### src/rtl/uart_fmt_pkg.sv
package uart_fmt_pkg;
    typedef enum logic [1:0] {
        PAR_NONE = 2'b00,
        PAR_ZERO = 2'b01,
        PAR_ODD  = 2'b10,
        PAR_EVEN = 2'b11
    } par_mode_t;

    typedef struct packed {
        par_mode_t par;
        logic      len8;
        logic      stop2;
    } frame_cfg_t;

    typedef enum logic [2:0] {TX_IDLE, TX_START, TX_DATA, TX_PAR, TX_STOP} tx_state_t;
    typedef enum logic [2:0] {RX_IDLE, RX_START, RX_DATA, RX_PAR, RX_STOP} rx_state_t;

    // parity bit that the given mode attaches to a character
    function automatic logic par_bit(input par_mode_t m, input logic [7:0] d);
        unique case (m)
            PAR_ODD:  return ~^d;
            PAR_EVEN: return ^d;
            default:  return 1'b0;
        endcase
    endfunction
endpackage

### src/rtl/uart_en_gate.sv
module uart_en_gate #(
    parameter int HOLD = 2
) (
    input  logic clk,
    input  logic rst_n,
    input  logic pwr,
    input  logic en,
    output logic run
);
    localparam int HW = $clog2(HOLD + 1);

    logic [1:0]    sync_q;
    logic [HW-1:0] hold_q;

    always_ff @(posedge clk or negedge rst_n) begin
        if (!rst_n) begin
            sync_q <= '0;
            hold_q <= HW'(HOLD);
        end else begin
            sync_q <= {sync_q[0], en};
            if (!(pwr && sync_q[1]))
                hold_q <= HW'(HOLD);
            else if (hold_q != '0)
                hold_q <= hold_q - 1'b1;
        end
    end

    assign run = pwr && sync_q[1] && (hold_q == '0);

    assert_hold_first_R12: assert property (@(posedge clk) disable iff (!rst_n)
        $fell(run) |=> !run);
    assert_hold_second_R12: assert property (@(posedge clk) disable iff (!rst_n)
        $fell(run) |=> ##1 !run);
endmodule

### src/rtl/uart_tx.sv
module uart_tx
    import uart_fmt_pkg::*;
#(
    parameter int OS = 16,
    parameter int DW = 8
) (
    input  logic          clk,
    input  logic          rst_n,
    input  logic          run,
    input  logic          tick,
    input  frame_cfg_t    cfg,
    input  logic [DW-1:0] din,
    input  logic          load,
    output logic          ready,
    output logic          txd
);
    localparam int CW = $clog2(OS);
    localparam int BW = $clog2(DW + 1);

    tx_state_t     st_q, st_d;
    logic [CW-1:0] cnt_q;
    logic [BW-1:0] bit_q;
    logic [DW-1:0] sh_q;
    logic          par_q, stop_q;
    logic [DW-1:0] mask, dmask;
    logic [BW-1:0] nbits;
    logic          bit_end;

    assign mask    = cfg.len8 ? '1 : {1'b0, {(DW-1){1'b1}}};
    assign dmask   = din & mask;
    assign nbits   = cfg.len8 ? BW'(DW) : BW'(DW - 1);
    assign bit_end = tick && (cnt_q == CW'(OS - 1));

    always_comb begin
        st_d = st_q;
        unique case (st_q)
            TX_IDLE:  if (load) st_d = TX_START;
            TX_START: if (bit_end) st_d = TX_DATA;
            TX_DATA:  if (bit_end && bit_q == nbits - 1'b1)
                          st_d = (cfg.par == PAR_NONE) ? TX_STOP : TX_PAR;
            TX_PAR:   if (bit_end) st_d = TX_STOP;
            TX_STOP:  if (bit_end && (stop_q || !cfg.stop2)) st_d = TX_IDLE;
            default:  st_d = TX_IDLE;
        endcase
    end

    always_ff @(posedge clk or negedge rst_n) begin
        if (!rst_n)   st_q <= TX_IDLE;
        else if (!run) st_q <= TX_IDLE;
        else          st_q <= st_d;
    end

    always_ff @(posedge clk or negedge rst_n) begin
        if (!rst_n) begin
            cnt_q <= '0; bit_q <= '0; sh_q <= '0; par_q <= 1'b0; stop_q <= 1'b0;
        end else if (!run || st_q == TX_IDLE) begin
            cnt_q <= '0; bit_q <= '0; stop_q <= 1'b0;
            if (run && load) begin
                sh_q  <= dmask;
                par_q <= par_bit(cfg.par, dmask);
            end
        end else if (tick) begin
            if (bit_end) begin
                cnt_q <= '0;
                if (st_q == TX_DATA) begin
                    sh_q  <= sh_q >> 1;
                    bit_q <= bit_q + 1'b1;
                end
                if (st_q == TX_STOP) stop_q <= 1'b1;
            end else begin
                cnt_q <= cnt_q + 1'b1;
            end
        end
    end

    always_comb begin
        unique case (st_q)
            TX_START: txd = 1'b0;
            TX_DATA:  txd = sh_q[0];
            TX_PAR:   txd = par_q;
            default:  txd = 1'b1;
        endcase
        if (!run) txd = 1'b1;
    end

    assign ready = run && (st_q == TX_IDLE);

    assert_start_low_R1: assert property (@(posedge clk) disable iff (!rst_n)
        (load && ready) |=> (!txd || !run));
    assert_ready_line_high_R11: assert property (@(posedge clk) disable iff (!rst_n)
        ready |-> txd);
endmodule

### src/rtl/uart_rx.sv
module uart_rx
    import uart_fmt_pkg::*;
#(
    parameter int OS = 16,
    parameter int DW = 8
) (
    input  logic          clk,
    input  logic          rst_n,
    input  logic          run,
    input  logic          tick,
    input  frame_cfg_t    cfg,
    input  logic          rxd,
    input  logic          ack,
    input  logic          rd,
    output logic [DW-1:0] dout,
    output logic          valid,
    output logic          perr,
    output logic          ferr,
    output logic          oerr,
    output logic          irq
);
    localparam int CW = $clog2(OS);
    localparam int BW = $clog2(DW + 1);

    rx_state_t     st_q, st_d;
    logic [1:0]    sync_q;
    logic          rx_s;
    logic [CW-1:0] cnt_q;
    logic [BW-1:0] bit_q;
    logic [DW-1:0] sh_q, word;
    logic          par_q;
    logic [BW-1:0] nbits;
    logic          bit_end, mid_end, done;
    logic          perr_set, ferr_set, oerr_set;

    assign rx_s    = sync_q[1];
    assign nbits   = cfg.len8 ? BW'(DW) : BW'(DW - 1);
    assign bit_end = tick && (cnt_q == CW'(OS - 1));
    assign mid_end = tick && (cnt_q == CW'(OS / 2 - 1));
    assign word    = cfg.len8 ? sh_q : {1'b0, sh_q[DW-1:1]};
    assign done    = run && (st_q == RX_STOP) && bit_end;

    assign perr_set = done && (cfg.par == PAR_ODD || cfg.par == PAR_EVEN)
                      && (par_q != par_bit(cfg.par, word));
    assign ferr_set = done && !rx_s;
    assign oerr_set = done && valid && !ack;

    always_comb begin
        st_d = st_q;
        unique case (st_q)
            RX_IDLE:  if (!rx_s) st_d = RX_START;
            RX_START: if (mid_end) st_d = rx_s ? RX_IDLE : RX_DATA;
            RX_DATA:  if (bit_end && bit_q == nbits - 1'b1)
                          st_d = (cfg.par == PAR_NONE) ? RX_STOP : RX_PAR;
            RX_PAR:   if (bit_end) st_d = RX_STOP;
            RX_STOP:  if (bit_end) st_d = RX_IDLE;
            default:  st_d = RX_IDLE;
        endcase
    end

    always_ff @(posedge clk or negedge rst_n) begin
        if (!rst_n)    st_q <= RX_IDLE;
        else if (!run) st_q <= RX_IDLE;
        else           st_q <= st_d;
    end

    always_ff @(posedge clk or negedge rst_n) begin
        if (!rst_n) begin
            sync_q <= 2'b11; cnt_q <= '0; bit_q <= '0; sh_q <= '0; par_q <= 1'b0;
        end else begin
            sync_q <= {sync_q[0], rxd};
            if (!run || st_q == RX_IDLE) begin
                cnt_q <= '0; bit_q <= '0;
            end else if (tick) begin
                if (mid_end && st_q == RX_START) begin
                    cnt_q <= '0;
                end else if (bit_end) begin
                    cnt_q <= '0;
                    if (st_q == RX_DATA) begin
                        sh_q  <= {rx_s, sh_q[DW-1:1]};
                        bit_q <= bit_q + 1'b1;
                    end
                    if (st_q == RX_PAR) par_q <= rx_s;
                end else begin
                    cnt_q <= cnt_q + 1'b1;
                end
            end
        end
    end

    always_ff @(posedge clk or negedge rst_n) begin
        if (!rst_n) begin
            dout <= '0; valid <= 1'b0; perr <= 1'b0; ferr <= 1'b0; oerr <= 1'b0; irq <= 1'b0;
        end else if (!run) begin
            valid <= 1'b0; perr <= 1'b0; ferr <= 1'b0; oerr <= 1'b0; irq <= 1'b0;
        end else begin
            if (done) begin
                dout  <= word;
                valid <= 1'b1;
            end else if (ack) begin
                valid <= 1'b0;
            end
            perr <= perr_set | (perr & !rd);
            ferr <= ferr_set | (ferr & !rd);
            oerr <= oerr_set | (oerr & !rd);
            irq  <= perr_set | ferr_set | oerr_set;
        end
    end

    assert_zero_par_quiet_R5: assert property (@(posedge clk) disable iff (!rst_n)
        (run && cfg.par == PAR_ZERO) |-> !perr_set);
    assert_overrun_cause_R7: assert property (@(posedge clk) disable iff (!rst_n)
        $rose(oerr) |-> $past(valid));
    assert_irq_single_R8: assert property (@(posedge clk) disable iff (!rst_n)
        irq |=> !irq);
endmodule

### src/rtl/uart_xcvr.sv
module uart_xcvr
    import uart_fmt_pkg::*;
#(
    parameter int OS   = 16,
    parameter int DW   = 8,
    parameter int HOLD = 2
) (
    input  logic          clk,
    input  logic          rst_n,
    input  logic          pwr_en,
    input  logic          tx_en,
    input  logic          rx_en,
    input  logic          cfg_we,
    input  logic [1:0]    cfg_parity,
    input  logic          cfg_len8,
    input  logic          cfg_stop2,
    input  logic          baud_tick,
    input  logic [DW-1:0] tx_data,
    input  logic          tx_load,
    output logic          tx_ready,
    output logic          txd,
    input  logic          rxd,
    output logic [DW-1:0] rx_data,
    output logic          rx_valid,
    input  logic          rx_ack,
    input  logic          stat_rd,
    output logic          err_parity,
    output logic          err_frame,
    output logic          err_overrun,
    output logic          err_irq
);
    frame_cfg_t cfg_q;
    logic       tx_run, rx_run;
    logic       cfg_open;

    assign cfg_open = !tx_en && !rx_en && !tx_run && !rx_run;

    always_ff @(posedge clk or negedge rst_n) begin
        if (!rst_n)
            cfg_q <= '{par: PAR_NONE, len8: 1'b1, stop2: 1'b0};
        else if (cfg_we && cfg_open)
            cfg_q <= '{par: par_mode_t'(cfg_parity), len8: cfg_len8, stop2: cfg_stop2};
    end

    uart_en_gate #(.HOLD(HOLD)) u_tx_gate (
        .clk(clk), .rst_n(rst_n), .pwr(pwr_en), .en(tx_en), .run(tx_run));
    uart_en_gate #(.HOLD(HOLD)) u_rx_gate (
        .clk(clk), .rst_n(rst_n), .pwr(pwr_en), .en(rx_en), .run(rx_run));

    uart_tx #(.OS(OS), .DW(DW)) u_tx (
        .clk(clk), .rst_n(rst_n), .run(tx_run), .tick(baud_tick), .cfg(cfg_q),
        .din(tx_data), .load(tx_load), .ready(tx_ready), .txd(txd));

    uart_rx #(.OS(OS), .DW(DW)) u_rx (
        .clk(clk), .rst_n(rst_n), .run(rx_run), .tick(baud_tick), .cfg(cfg_q),
        .rxd(rxd), .ack(rx_ack), .rd(stat_rd), .dout(rx_data), .valid(rx_valid),
        .perr(err_parity), .ferr(err_frame), .oerr(err_overrun), .irq(err_irq));

    assert_cfg_locked_R13: assert property (@(posedge clk) disable iff (!rst_n)
        (tx_en || rx_en) |=> $stable(cfg_q));
endmodule

### config.mk
export PLATFORM = sky130hd
export DESIGN_NAME = uart_xcvr
export DESIGN_NICKNAME = d
export VERILOG_FILES = /design/src/rtl/uart_fmt_pkg.sv /design/src/rtl/uart_en_gate.sv /design/src/rtl/uart_tx.sv /design/src/rtl/uart_rx.sv /design/src/rtl/uart_xcvr.sv
export SDC_FILE = /design/constraint.sdc
export NUM_CORES = 1
export LEC_CHECK = 0
export ABC_AREA = 1
export ABC_CLOCK_PERIOD_IN_PS = 2900
export BUFFER_PORTS_ARGS = -buffer_cell sky130_fd_sc_hd__buf_2
export CAP_MARGIN = 0
export CORE_UTILIZATION = 59
export DETAILED_ROUTE_END_ITERATION = 16
export PLACE_DENSITY = 0.8
export SLEW_MARGIN = 20
export SYNTH_ARGS = -nofsm -noshare
export SYNTH_HDL_FRONTEND = slang
export SYNTH_HIERARCHICAL = 1
export SYNTH_SLANG_ARGS = --single-unit
### constraint.sdc
create_clock -name clk -period 2.9 [get_ports clk]
set_clock_uncertainty 0.15 [all_clocks]
set_input_delay 0.29 -clock clk [delete_from_list [all_inputs] [get_ports clk]]
set_output_delay 0.29 -clock clk [all_outputs]
set_load 0.03 [all_outputs]
==> impl_metrics.yaml <==
logic_synthesis:
  seq_area_frac_synth: 0.446
  ys_warn_count: 6
  synth-async-reset-ratio: 1.00
  synth_ff_type: "dfrtp_1"
  synth_top_cell_by_area: "dfrtp_1"
  synth_area_per_cell_sq_um: 7.49
  postSynthCellCount: 511
  synth_enable_flop_cells: 0
  synth_area_leaders: "dfrtp_1 41%, nand2_1 17%, inv_1 6.3%"
  synth_fp_nets: 540
  yosys.area.top_type_share: 0.412
  synthesis.area_sq_um: 3830
  ys_types: 45
  yosys_register_bits: 68
cts:
  clockBufferDepth: 2
  worstSkewPairLatency_ns: 0.34
  cts_buffers: 9
  cts_root_buf: "clkbuf_8"
  cts_resized: 0
  cts.sinks: 68
  tritoncts: "done"
  path_clk_slew_ns: 0.07
  htreeDepth: 3
routing:
  dr.first_iter.drc_count: 236
  wl_per_cell_microns: 12.9
  vias: 3392
  avgViaCountPerCell: 5.34
  wl_mm: 8.19
  antenna_left: 0
  drc: 0
  drtPass1Iterations: 5
global_routing:
  grtUsageTotal: 0.269
  grt_pass1_wl_mm: 13.6
  grt_max_degree: 69
  grt_pass1_vias: 3131
  grt_overflow_total: 0
  antenna_found_initial: 0
critical_path:
  path_cells: "inv_2, ha_1, inv_1, nor2_1, inv_1, nor4_1, nand2_1, inv_1, nand3_1, a21oi_1"
  worst_path_max_delay_cell: "dfrtp_1"
  cpMostUsedCell: "inv_1"
  worstSetupPathType: "flop to flop"
  critPathMaxFanout: 17
  start_kind: "flop"
  critPathArrivalTime_ns: 2.75
  cp-end-kind: "flop"
  required_ns: 3.01
  max_stage_delay_ns: 0.38
final_layout:
  multi_input_area_sq_um: 1750
  area_delta_synth_final_pct: 12.1
  num-nets-final: 584
  drive_above_1_share: 0.186
  diodes: 0
  layout_common_cells: "171 x nand2_1, 64 x inv_1, 63 x dfrtp_1"
  seqCellArea_sq_um: 1710
  fillCellCount: 515
  mostFrequentLayoutCell: "nand2_1"
power_and_ir_drop:
  ir_drop_mv: 0.356
  p_per_area_nw_per_um2: 514
  total_power_mw: 2.21
  leakage_nw: 2.23
timing:
  fin_crit_sh: 0.911
  max-slew-margin-rel: 0.439
  hold_slack_ns: -0.0199
  finalSetupTns_ns: 0
  setup_violations: 0
  min_period_ns: 2.64
  max_freq_mhz: 378
  rsz0062_at_grt: "no"
  drv_slew: 0
  tightest_slew_ns: 0.842
  hold_viol_final: 18
status:
  violations: "hold timing"
  status: "finished, violations left"
worst_hold_path:
  hp-class: "input port to async pin"
place:
  gp_routability_congestion: 0.881
  io_buffers: 37
  dp_hpwl_mm: 5.72
die:
  ios: 38
  die_area_sq_um: 6820
  num_rows: 28
  initial_core_util: 0.628
  die_w_microns: 82.6
  core_area_sq_um: 6100
  die_height_microns: 82.6
run:
  drv_cap: 0
[area by class of cell]
cell class	count	share of cell area
sequential	68	0.398
multi-input combinational	357	0.407
timing repair buffer	42	0.0536
clock buffer	11	0.0329
tap	75	0.0219
inverter	77	0.0691
clock inverter	5	0.0175
[path summary, 6_finish.rpt]
| path | endpoint | from | slack (ns) | depth (start not counted) |
|---|---|---|---|---|
| max in group asynchronous | u_rx/dout[4] | rst_n | 2.06 | 2 |
| worst min register to register | u_rx/sync_q[1] | u_rx/sync_q[0] | 0.21 | 0 |
| worst max register to register | u_rx/oerr | u_rx_gate/hold_q[0] | 0.26 | 10 |
| worst min-delay path | u_rx/bit_q[2] | rst_n | -0.02 | 2 |
| worst max-delay path | u_rx/oerr | u_rx_gate/hold_q[0] | 0.26 | 10 |
| min in group clk | cfg_q[1] | cfg_len8 | 0.07 | 3 |
[cell families (layout without fill, tap and decap cells)]
kind of cell               count (synthesis)  count (layout)  share of synthesized area
xor gates and xnor gates                   3               3                    0.00686
and+or+nand+nor                          273             273                      0.321
adders and majority gates                  6               6                     0.0196
DFF                                       68              68                      0.446
AOI/OAI and AO/OA                         75              75                      0.109
buffers and inverters                     86             135                     0.0974
[synth_stat cells (9+ instances only)]
| cell | instances |
|---|---|
| nand2_2 | 11 |
| nand3_1 | 27 |
| dfrtp_1 | 63 |
| a21oi_1 | 13 |
| o21ai_0 | 35 |
| nor2_1 | 24 |
| nor2_2 | 9 |
| inv_2 | 9 |
| inv_1 | 64 |
| nand2_1 | 171 |
| o21ai_1 | 12 |
| nand4_1 | 9 |
[per-layer routing]
| layer | vias up | track usage | wire length, microns |
|---|---|---|---|
| met2 | 83 | 0.464 | 3970 |
| met3 | 15 | 0.0604 | 287 |
| met5 | - | 0 | 0 |
| met4 | 0 | 0.0828 | 120 |
| met1 | 1578 | 0.337 | 3820 |
| li1 | 1716 | - | - |
[registers in the layout, indices dropped and copies added (netlist names), 2 cells and up]
| register | cells |
|---|---|
| u_rx/sync_q | 2 |
| u_tx_gate/hold_q | 2 |
| u_rx_gate/hold_q | 2 |
| u_tx/cnt_q | 4 |
| u_rx/st_q | 3 |
| u_rx/bit_q | 4 |
| u_rx/cnt_q | 4 |
| u_rx_gate/sync_q | 2 |
| u_rx/dout | 8 |
| u_tx/st_q | 3 |
| u_rx/sh_q | 8 |
| u_tx/sh_q | 8 |
| u_tx/bit_q | 4 |
| u_tx_gate/sync_q | 2 |
| cfg_q | 4 |
[worst max-delay path, delay by kind of cell (launching register included)]
family	cells	cell delay [ns]
buf+inv	4	0.64
fa+ha+maj	1	0.24
flops	1	0.38
simple gates	4	1.02
compound gates	1	0.14
[metrics by stage]
| step | hold WS (ns) | setup WS [ns] | area (sq um) | utilization | instances |
|---|---|---|---|---|---|
| 5_1_grt | 0.0608 | 0.0955 | 4290 | 0.704 | 635 |
| 4_1_cts | 0.0150 | 0.257 | 4290 | 0.704 | 635 |
| 6_report | -0.0199 | 0.257 | 4290 | 0.704 | 635 |
| 3_3_place_gp | 0.193 | 0.493 | 4050 | 0.664 | 616 |
| 3_5_place_dp | 0.196 | 0.375 | 4050 | 0.664 | 616 |
| 2_1_floorplan | -0.156 | 0.630 | 3830 | - | 511 |
[power by group]
group | total [mW] | switching [mW] | internal, mW
logic | 0.296 | 0.192 | 0.103
clock network | 0.849 | 0.345 | 0.504
registers | 1.06 | 0.0516 | 1.01
[repair_timing]
| action | in CTS | in global routing |
|---|---|---|
| hold buffers | 3 | 0 |
| setup buffers | 0 | 0 |
| endpoints found under the hold margin | 3 | 0 |
(Power assumes the default switching activity.)
